### src/rtl/tk_regs_pkg.sv
package tk_regs_pkg;
    localparam int ADDR_W    = 5;
    localparam int BYTE_W    = 8;
    localparam int NUM_TIME  = 7;
    localparam int CTL_BASE  = 7;
    localparam int NUM_CTL   = 9;
    localparam int SRAM_BASE = CTL_BASE + NUM_CTL;
    localparam int NUM_SRAM  = 16;
    localparam int NUM_STORE = NUM_CTL + NUM_SRAM;
    localparam int TIME_W    = NUM_TIME * BYTE_W;
    localparam int TIDX_W    = $clog2(NUM_TIME);

    typedef logic [ADDR_W-1:0] addr_t;
    typedef logic [BYTE_W-1:0] byte_t;
    typedef byte_t [NUM_TIME-1:0] tbytes_t;

    typedef enum logic [1:0] {REG_TIME, REG_CTL, REG_SRAM} region_e;

    function automatic region_e region_of(addr_t a);
        if (a < addr_t'(CTL_BASE))       return REG_TIME;
        else if (a < addr_t'(SRAM_BASE)) return REG_CTL;
        else                             return REG_SRAM;
    endfunction

    // bits that exist in each time byte; the rest read as zero
    function automatic byte_t keep_bits(int unsigned idx);
        case (idx)
            0, 1, 2: return 8'h7F;
            3:       return 8'h07;
            default: return 8'hFF;
        endcase
    endfunction

    function automatic tbytes_t clean_time(tbytes_t raw);
        tbytes_t res;
        for (int i = 0; i < NUM_TIME; i++) res[i] = raw[i] & keep_bits(i);
        return res;
    endfunction
endpackage

### src/rtl/tk_ptr.sv
module tk_ptr
    import tk_regs_pkg::*;
(
    input  logic  clk,
    input  logic  rst,
    input  logic  ld,
    input  addr_t ld_val,
    input  logic  step,
    output addr_t ptr,
    output logic  wrap
);
    assign wrap = step && !ld && (&ptr);

    always_ff @(posedge clk) begin
        if (rst)       ptr <= '0;
        else if (ld)   ptr <= ld_val;
        else if (step) ptr <= ptr + addr_t'(1);
    end
endmodule

### src/rtl/tk_snap.sv
module tk_snap
    import tk_regs_pkg::*;
(
    input  logic              clk,
    input  logic              rst,
    input  logic              refresh,
    input  tbytes_t           live,
    input  logic              wr_en,
    input  logic [TIDX_W-1:0] wr_idx,
    input  byte_t             wr_data,
    input  logic              commit,
    output tbytes_t           snap,
    output logic              set_load,
    output logic [NUM_TIME-1:0] set_mask,
    output tbytes_t           set_bytes
);
    tbytes_t             wbuf;
    logic [NUM_TIME-1:0] dirty;

    for (genvar g = 0; g < NUM_TIME; g++) begin : g_snap
        always_ff @(posedge clk) begin
            if (rst)          snap[g] <= '0;
            else if (refresh) snap[g] <= live[g] & keep_bits(g);
        end
    end

    always_ff @(posedge clk) begin
        if (rst) begin
            wbuf      <= '0;
            dirty     <= '0;
            set_load  <= 1'b0;
            set_mask  <= '0;
            set_bytes <= '0;
        end else begin
            set_load <= 1'b0;
            if (commit) begin
                set_load  <= |dirty;
                set_mask  <= dirty;
                set_bytes <= wbuf;
                dirty     <= '0;
            end else if (wr_en) begin
                wbuf[wr_idx]  <= wr_data;
                dirty[wr_idx] <= 1'b1;
            end
        end
    end
endmodule

### src/rtl/tk_store.sv
module tk_store
    import tk_regs_pkg::*;
(
    input  logic  clk,
    input  logic  rst,
    input  logic  wr_en,
    input  addr_t wr_addr,
    input  byte_t wr_data,
    input  addr_t rd_addr,
    output byte_t rd_data
);
    byte_t mem [NUM_STORE];
    addr_t widx, ridx;

    assign widx = wr_addr - addr_t'(CTL_BASE);
    assign ridx = rd_addr - addr_t'(CTL_BASE);

    always_ff @(posedge clk) begin
        if (rst) begin
            for (int i = 0; i < NUM_STORE; i++) mem[i] <= '0;
        end else if (wr_en && widx < addr_t'(NUM_STORE)) begin
            mem[widx] <= wr_data;
        end
    end

    always_comb begin
        rd_data = '0;
        if (ridx < addr_t'(NUM_STORE)) rd_data = mem[ridx];
    end
endmodule

### src/rtl/tk_regfile.sv
module tk_regfile
    import tk_regs_pkg::*;
(
    input  logic                clk,
    input  logic                rst,
    input  logic                bus_start,
    input  logic                bus_stop,
    input  logic                ptr_load,
    input  logic [ADDR_W-1:0]   ptr_val,
    input  logic                rd_strobe,
    input  logic                wr_strobe,
    input  logic [BYTE_W-1:0]   wr_data,
    output logic [BYTE_W-1:0]   rd_data,
    input  logic [TIME_W-1:0]   live_time,
    output logic                set_load,
    output logic [NUM_TIME-1:0] set_mask,
    output logic [TIME_W-1:0]   set_time
);
    addr_t   ptr_q;
    logic    wrap;
    region_e region;
    tbytes_t live_b, snap_q, set_b;
    byte_t   store_rd;
    logic    refresh;

    assign live_b   = live_time;
    assign set_time = set_b;
    assign region   = region_of(ptr_q);
    assign refresh  = bus_start || bus_stop || wrap;

    tk_ptr u_ptr (
        .clk(clk), .rst(rst), .ld(ptr_load), .ld_val(ptr_val),
        .step(rd_strobe || wr_strobe), .ptr(ptr_q), .wrap(wrap)
    );

    tk_snap u_snap (
        .clk(clk), .rst(rst), .refresh(refresh), .live(live_b),
        .wr_en(wr_strobe && !ptr_load && region == REG_TIME),
        .wr_idx(ptr_q[TIDX_W-1:0]), .wr_data(wr_data), .commit(bus_stop),
        .snap(snap_q), .set_load(set_load), .set_mask(set_mask), .set_bytes(set_b)
    );

    tk_store u_store (
        .clk(clk), .rst(rst),
        .wr_en(wr_strobe && !ptr_load && region != REG_TIME),
        .wr_addr(ptr_q), .wr_data(wr_data), .rd_addr(ptr_q), .rd_data(store_rd)
    );

    always_comb begin
        if (region == REG_TIME) rd_data = snap_q[ptr_q[TIDX_W-1:0]];
        else                    rd_data = store_rd;
    end
endmodule

### config.mk
export PLATFORM = sky130hd
export DESIGN_NAME = tk_regfile
export DESIGN_NICKNAME = d
export VERILOG_FILES = /design/src/rtl/tk_regs_pkg.sv /design/src/rtl/tk_ptr.sv /design/src/rtl/tk_snap.sv /design/src/rtl/tk_store.sv /design/src/rtl/tk_regfile.sv
export SDC_FILE = /design/constraint.sdc
export NUM_CORES = 1
export LEC_CHECK = 0
export ABC_AREA = 1
export CORE_ASPECT_RATIO = 1.5
export CORE_MARGIN = 2
export CORE_UTILIZATION = 58
export CTS_CLUSTER_SIZE = 16
export DETAILED_ROUTE_END_ITERATION = 8
export GPL_ROUTABILITY_DRIVEN = 0
export PLACE_DENSITY = 0.8
export SLEW_MARGIN = 10
export SYNTH_ARGS = -nofsm -noshare
export SYNTH_HDL_FRONTEND = slang
export SYNTH_SLANG_ARGS = --single-unit
export TNS_END_PERCENT = 10
### constraint.sdc
create_clock -name clk -period 4.4 [get_ports clk]
set_input_delay 0.88 -clock clk [delete_from_list [all_inputs] [get_ports clk]]
set_output_delay 0.88 -clock clk [all_outputs]
set_load 0.05 [all_outputs]
==> impl_metrics.prom <==
# TYPE chip_impl_metric gauge
chip_impl_info{name="ys_dominant_reg_cell",value="edfxtp_1"} 1
chip_impl_metric{name="seq_area_frac_synth",unit="%"} 61.3
chip_impl_metric{name="remaining_antenna_violation_count",unit=""} 0
chip_impl_info{name="worstSetupEndpointType",value="output pin"} 1
chip_impl_metric{name="clkLatencyLatePin",unit="ns"} 0.53
chip_impl_metric{name="setup-violations-final",unit=""} 0
chip_impl_metric{name="synthesized_area_per_cell",unit="µm²"} 8.89
chip_impl_metric{name="cts.htree.levels",unit=""} 2
chip_impl_metric{name="cts.reportedPaths.clkPinSlew",unit="ns"} 0.07
chip_impl_metric{name="globalRouteOverflowTotal",unit=""} 0
chip_impl_metric{name="relSlewSlack",unit="%"} 33.3
chip_impl_metric{name="report.power.total",unit="µW"} 8830
chip_impl_metric{name="initial_utilization",unit="%"} 58.4
chip_impl_info{name="setup.worst_path.class",value="reg2out"} 1
chip_impl_metric{name="yosysWarnings",unit=""} 0
chip_impl_metric{name="required",unit="ns"} 3.52
chip_impl_metric{name="maxSlewViolCount",unit=""} 0
chip_impl_metric{name="critPathMaxFanout",unit=""} 11
chip_impl_metric{name="setup_total_negative_slack",unit="ns"} 0
chip_impl_info{name="layout_common_cells",value="nand2_1 (426), nor2_1 (342), edfxtp_1 (238), o21ai_0 (195), nand3_1 (182)"} 1
chip_impl_metric{name="maxClockFrequency",unit="MHz"} 240
chip_impl_info{name="crit_path_cell_trace",value="ha_1, nand2_2, nand2_1, nand2_1, nand2_1, nand2_1, nor2_2, nand2_1, nand2_1, nor2_1, nand3_1, nand2_1, buf_12"} 1
chip_impl_metric{name="tritoncts_buffer_count",unit=""} 36
chip_impl_info{name="critical_path.startpoint_type",value="flip-flop"} 1
chip_impl_metric{name="grt_start_max_net_pins",unit=""} 116
chip_impl_info{name="synthDominantAreaCellType",value="edfxtp_1"} 1
chip_impl_metric{name="synthDistinctLibCells",unit=""} 37
chip_impl_info{name="run_status",value="completed"} 1
chip_impl_metric{name="postSynthCellCount",unit=""} 1974
chip_impl_metric{name="routed_wirelength",unit="mm"} 47.1
chip_impl_metric{name="drt_iter0_markers",unit=""} 1205
chip_impl_metric{name="cts_hold_repair.buffers",unit=""} 0
chip_impl_metric{name="vias",unit=""} 14400
chip_impl_metric{name="max_cap_viol_count",unit=""} 0
chip_impl_metric{name="grt_usage",unit="%"} 29.4
chip_impl_metric{name="tightest_slew",unit="ns"} 1.00
chip_impl_metric{name="finalHoldWorstSlack",unit="ns"} 0.449
chip_impl_metric{name="synth-async-reset-ratio",unit="%"} 0
chip_impl_metric{name="via_count_of_the_first_global_routing_pass",unit=""} 14200
chip_impl_info{name="clockRootBuffer",value="clkbuf_16"} 1
chip_impl_info{name="crit_path_top_delay_cell",value="dfxtp_1"} 1
chip_impl_metric{name="post-route-cell-area",unit="µm²"} 20700
chip_impl_metric{name="die_area",unit="µm²"} 31700
chip_impl_info{name="critical-path-top-cell-by-count",value="nand2_1"} 1
chip_impl_metric{name="drt_pass1_iterations",unit=""} 6
chip_impl_metric{name="numClockSinks",unit=""} 418
chip_impl_metric{name="wirelength_met1",unit="mm"} 16.4
chip_impl_metric{name="final_net_count",unit=""} 2163
chip_impl_metric{name="avgRoutedWirePerCell",unit="µm"} 18.8
chip_impl_metric{name="p_leak",unit="µW"} 0.00805
chip_impl_metric{name="hpwlAfterDp",unit="mm"} 30.0
chip_impl_metric{name="diodes",unit=""} 0
chip_impl_info{name="tritoncts_clock_tree",value="done"} 1
chip_impl_metric{name="drive_above_1_share",unit="%"} 7.16
chip_impl_info{name="netlist_top_cells_area",value="edfxtp_1 (41%), dfxtp_1 (21%), nand2_1 (9.1%), nor2_1 (7.3%), o21ai_0 (5.6%)"} 1
chip_impl_metric{name="fin_crit",unit="ns"} 4.17
chip_impl_metric{name="final_cycle_share",unit="%"} 94.7
chip_impl_metric{name="die_h",unit="µm"} 217
chip_impl_metric{name="worst-endpoint-arrival",unit="ns"} 3.29
chip_impl_metric{name="clock-skew-final",unit="ns"} 0.0119
chip_impl_metric{name="route.detailed.drc",unit=""} 0
chip_impl_info{name="hold_class",value="reg2reg"} 1
chip_impl_metric{name="number_of_flops_mapped_to_enable_cells_by_yosys",unit=""} 238
chip_impl_metric{name="max-clock-path-buffers",unit=""} 3
chip_impl_metric{name="antenna_found_initial",unit=""} 0
chip_impl_metric{name="design.core.area",unit="µm²"} 30100
chip_impl_metric{name="netlist.area_leader.share",unit="%"} 40.7
chip_impl_metric{name="place_worst_setup_slack",unit="ns"} 0.709
chip_impl_metric{name="final_report_hold_violation_count",unit=""} 0
chip_impl_metric{name="die_width",unit="µm"} 146
chip_impl_metric{name="postPlaceCellArea",unit="µm²"} 19300
chip_impl_metric{name="placementRows",unit=""} 78
chip_impl_metric{name="routed_wl_met2",unit="mm"} 23.9
chip_impl_metric{name="final_worst_slack",unit="ns"} 0.235
chip_impl_info{name="top_layer",value="met4"} 1
chip_impl_metric{name="synthesized_area",unit="µm²"} 17500
chip_impl_metric{name="peakVddDrop",unit="V"} 0.000352
chip_impl_metric{name="power_density",unit="nW/µm²"} 427
chip_impl_metric{name="vias_per_cell",unit=""} 5.73
chip_impl_metric{name="quantity_of_i_o_buffers_inserted_on_ports",unit=""} 139
chip_impl_metric{name="postSynthRegisterBits",unit=""} 418
chip_impl_metric{name="syn_to_final_growth",unit="%"} 17.9
chip_impl_metric{name="boundaryPins",unit=""} 148
chip_impl_info{name="unrepaired_setup_endpoints_after_global_routing",value="false"} 1
chip_impl_metric{name="critical-path-max-stage-delay",unit="ns"} 0.55
chip_impl_metric{name="met3WireLength",unit="mm"} 3.90
chip_impl_metric{name="first_pass_grt_wire_length",unit="mm"} 73.8
chip_impl_info{name="layout.cells.most_common",value="nand2_1"} 1
==> report_power, final <==
group          internal, µW  switching, µW  leakage, µW
clock                  2130           1420     0.000647
combinational           300            696      0.00352
sequential             4240           47.5      0.00388
total                  6670           2160      0.00805
==> metrics by stage <==
step | util, % | std cells
2_1_floorplan | - | 1989
3_3_place_gp | 64.3 | 2444
3_5_place_dp | 64.3 | 2444
4_1_cts | 68.7 | 2510
5_1_grt | 68.8 | 2510
6_report | 68.8 | 2510
==> state kept, by name, summed over array words and instances, names as in the netlist <==
signal and flops:
u_snap.snap 48, u_snap.set_load 1, u_snap.wbuf 56, u_snap.dirty 7, u_snap.set_bytes 56, u_store.mem 238
u_snap.set_mask 7, u_ptr.ptr 5
==> area by class of cell <==
| type | count | area (µm²) |
|---|---|---|
| Timing Repair Buffer | 171 | 1710 |
| Clock inverter | 21 | 332 |
| Fill cell | 2329 | 9380 |
| Clock buffer | 45 | 986 |
| Inverter | 115 | 437 |
| Sequential cell | 418 | 10800 |
| Multi-Input combinational cell | 1340 | 5950 |
| Tap cell | 400 | 500 |
==> synthesized netlist by cell type, types with 2 or more instances <==
library cell / count
nand2_1: 427
nor2_1: 343
edfxtp_1: 238
o21ai_0: 195
nand3_1: 182
dfxtp_1: 180
inv_1: 96
clkbuf_1: 82
a21oi_1: 71
nand2_2: 24
nor3_1: 19
buf_2: 17
clkinv_1: 14
buf_1: 12
nand4_1: 11
o22ai_1: 8
nor2_2: 7
a22oi_1: 5
ha_1: 5
nand3_2: 5
a31oi_1: 4
buf_4: 4
inv_2: 4
a211oi_1: 3
nor2_4: 3
a22o_1: 2
nor3_2: 2
o21ai_1: 2
==> logic make-up (layout without fill, tap and decap cells) <==
kind of cell             after synthesis  after routing  synth area share (%)
adder cells (fa/ha/maj)                5              5                 0.357
flip-flops                           418            418                  61.3
other                                  1             16                0.0214
buffers and inverters                231            352                  5.20
AND/OR/NAND/NOR                     1027           1027                  24.5
AO/OA/AOI/OAI                        292            292                  8.61
==> layer usage <==
layer / global-route usage [%] / vias up
met5: 0 / -
met4: 17.5 / 0
met3: 6.10 / 176
met2: 52.0 / 726
met1: 32.7 / 6738
li1: - / 6731
==> worst paths after layout <==
check                                             startpoint                          endpoint  cells past startpoint  slack [ns]
worst max-delay path               u_ptr.ptr[1]$_SDFFE_PP0P_                        rd_data[3]                     13        0.23
worst min-delay path            u_snap.wbuf[52]$_SDFFE_PP0P_      u_snap.wbuf[52]$_SDFFE_PP0P_                      2        0.45
worst max register to register     u_ptr.ptr[1]$_SDFFE_PP0P_  u_store.mem[18][0]$_SDFFCE_PN0P_                     10        1.09
worst min register to register  u_snap.wbuf[52]$_SDFFE_PP0P_      u_snap.wbuf[52]$_SDFFE_PP0P_                      2        0.45
==> critical path, delay by kind of cell, from the launching register on <==
family,cells,cell delay (ns)
and+or+nand+nor,11,1.66
DFF,1,0.55
buffers and inverters,1,0.16
adders and majority gates,1,0.37
==> timing repair <==
action / 4_1_cts / 5_1_grt
endpoints found under the setup margin: 0 / 6
buffers inserted: 0 / 0
gates resized for setup: 0 / 4
Note: power is estimated with default switching activity, not from simulation.
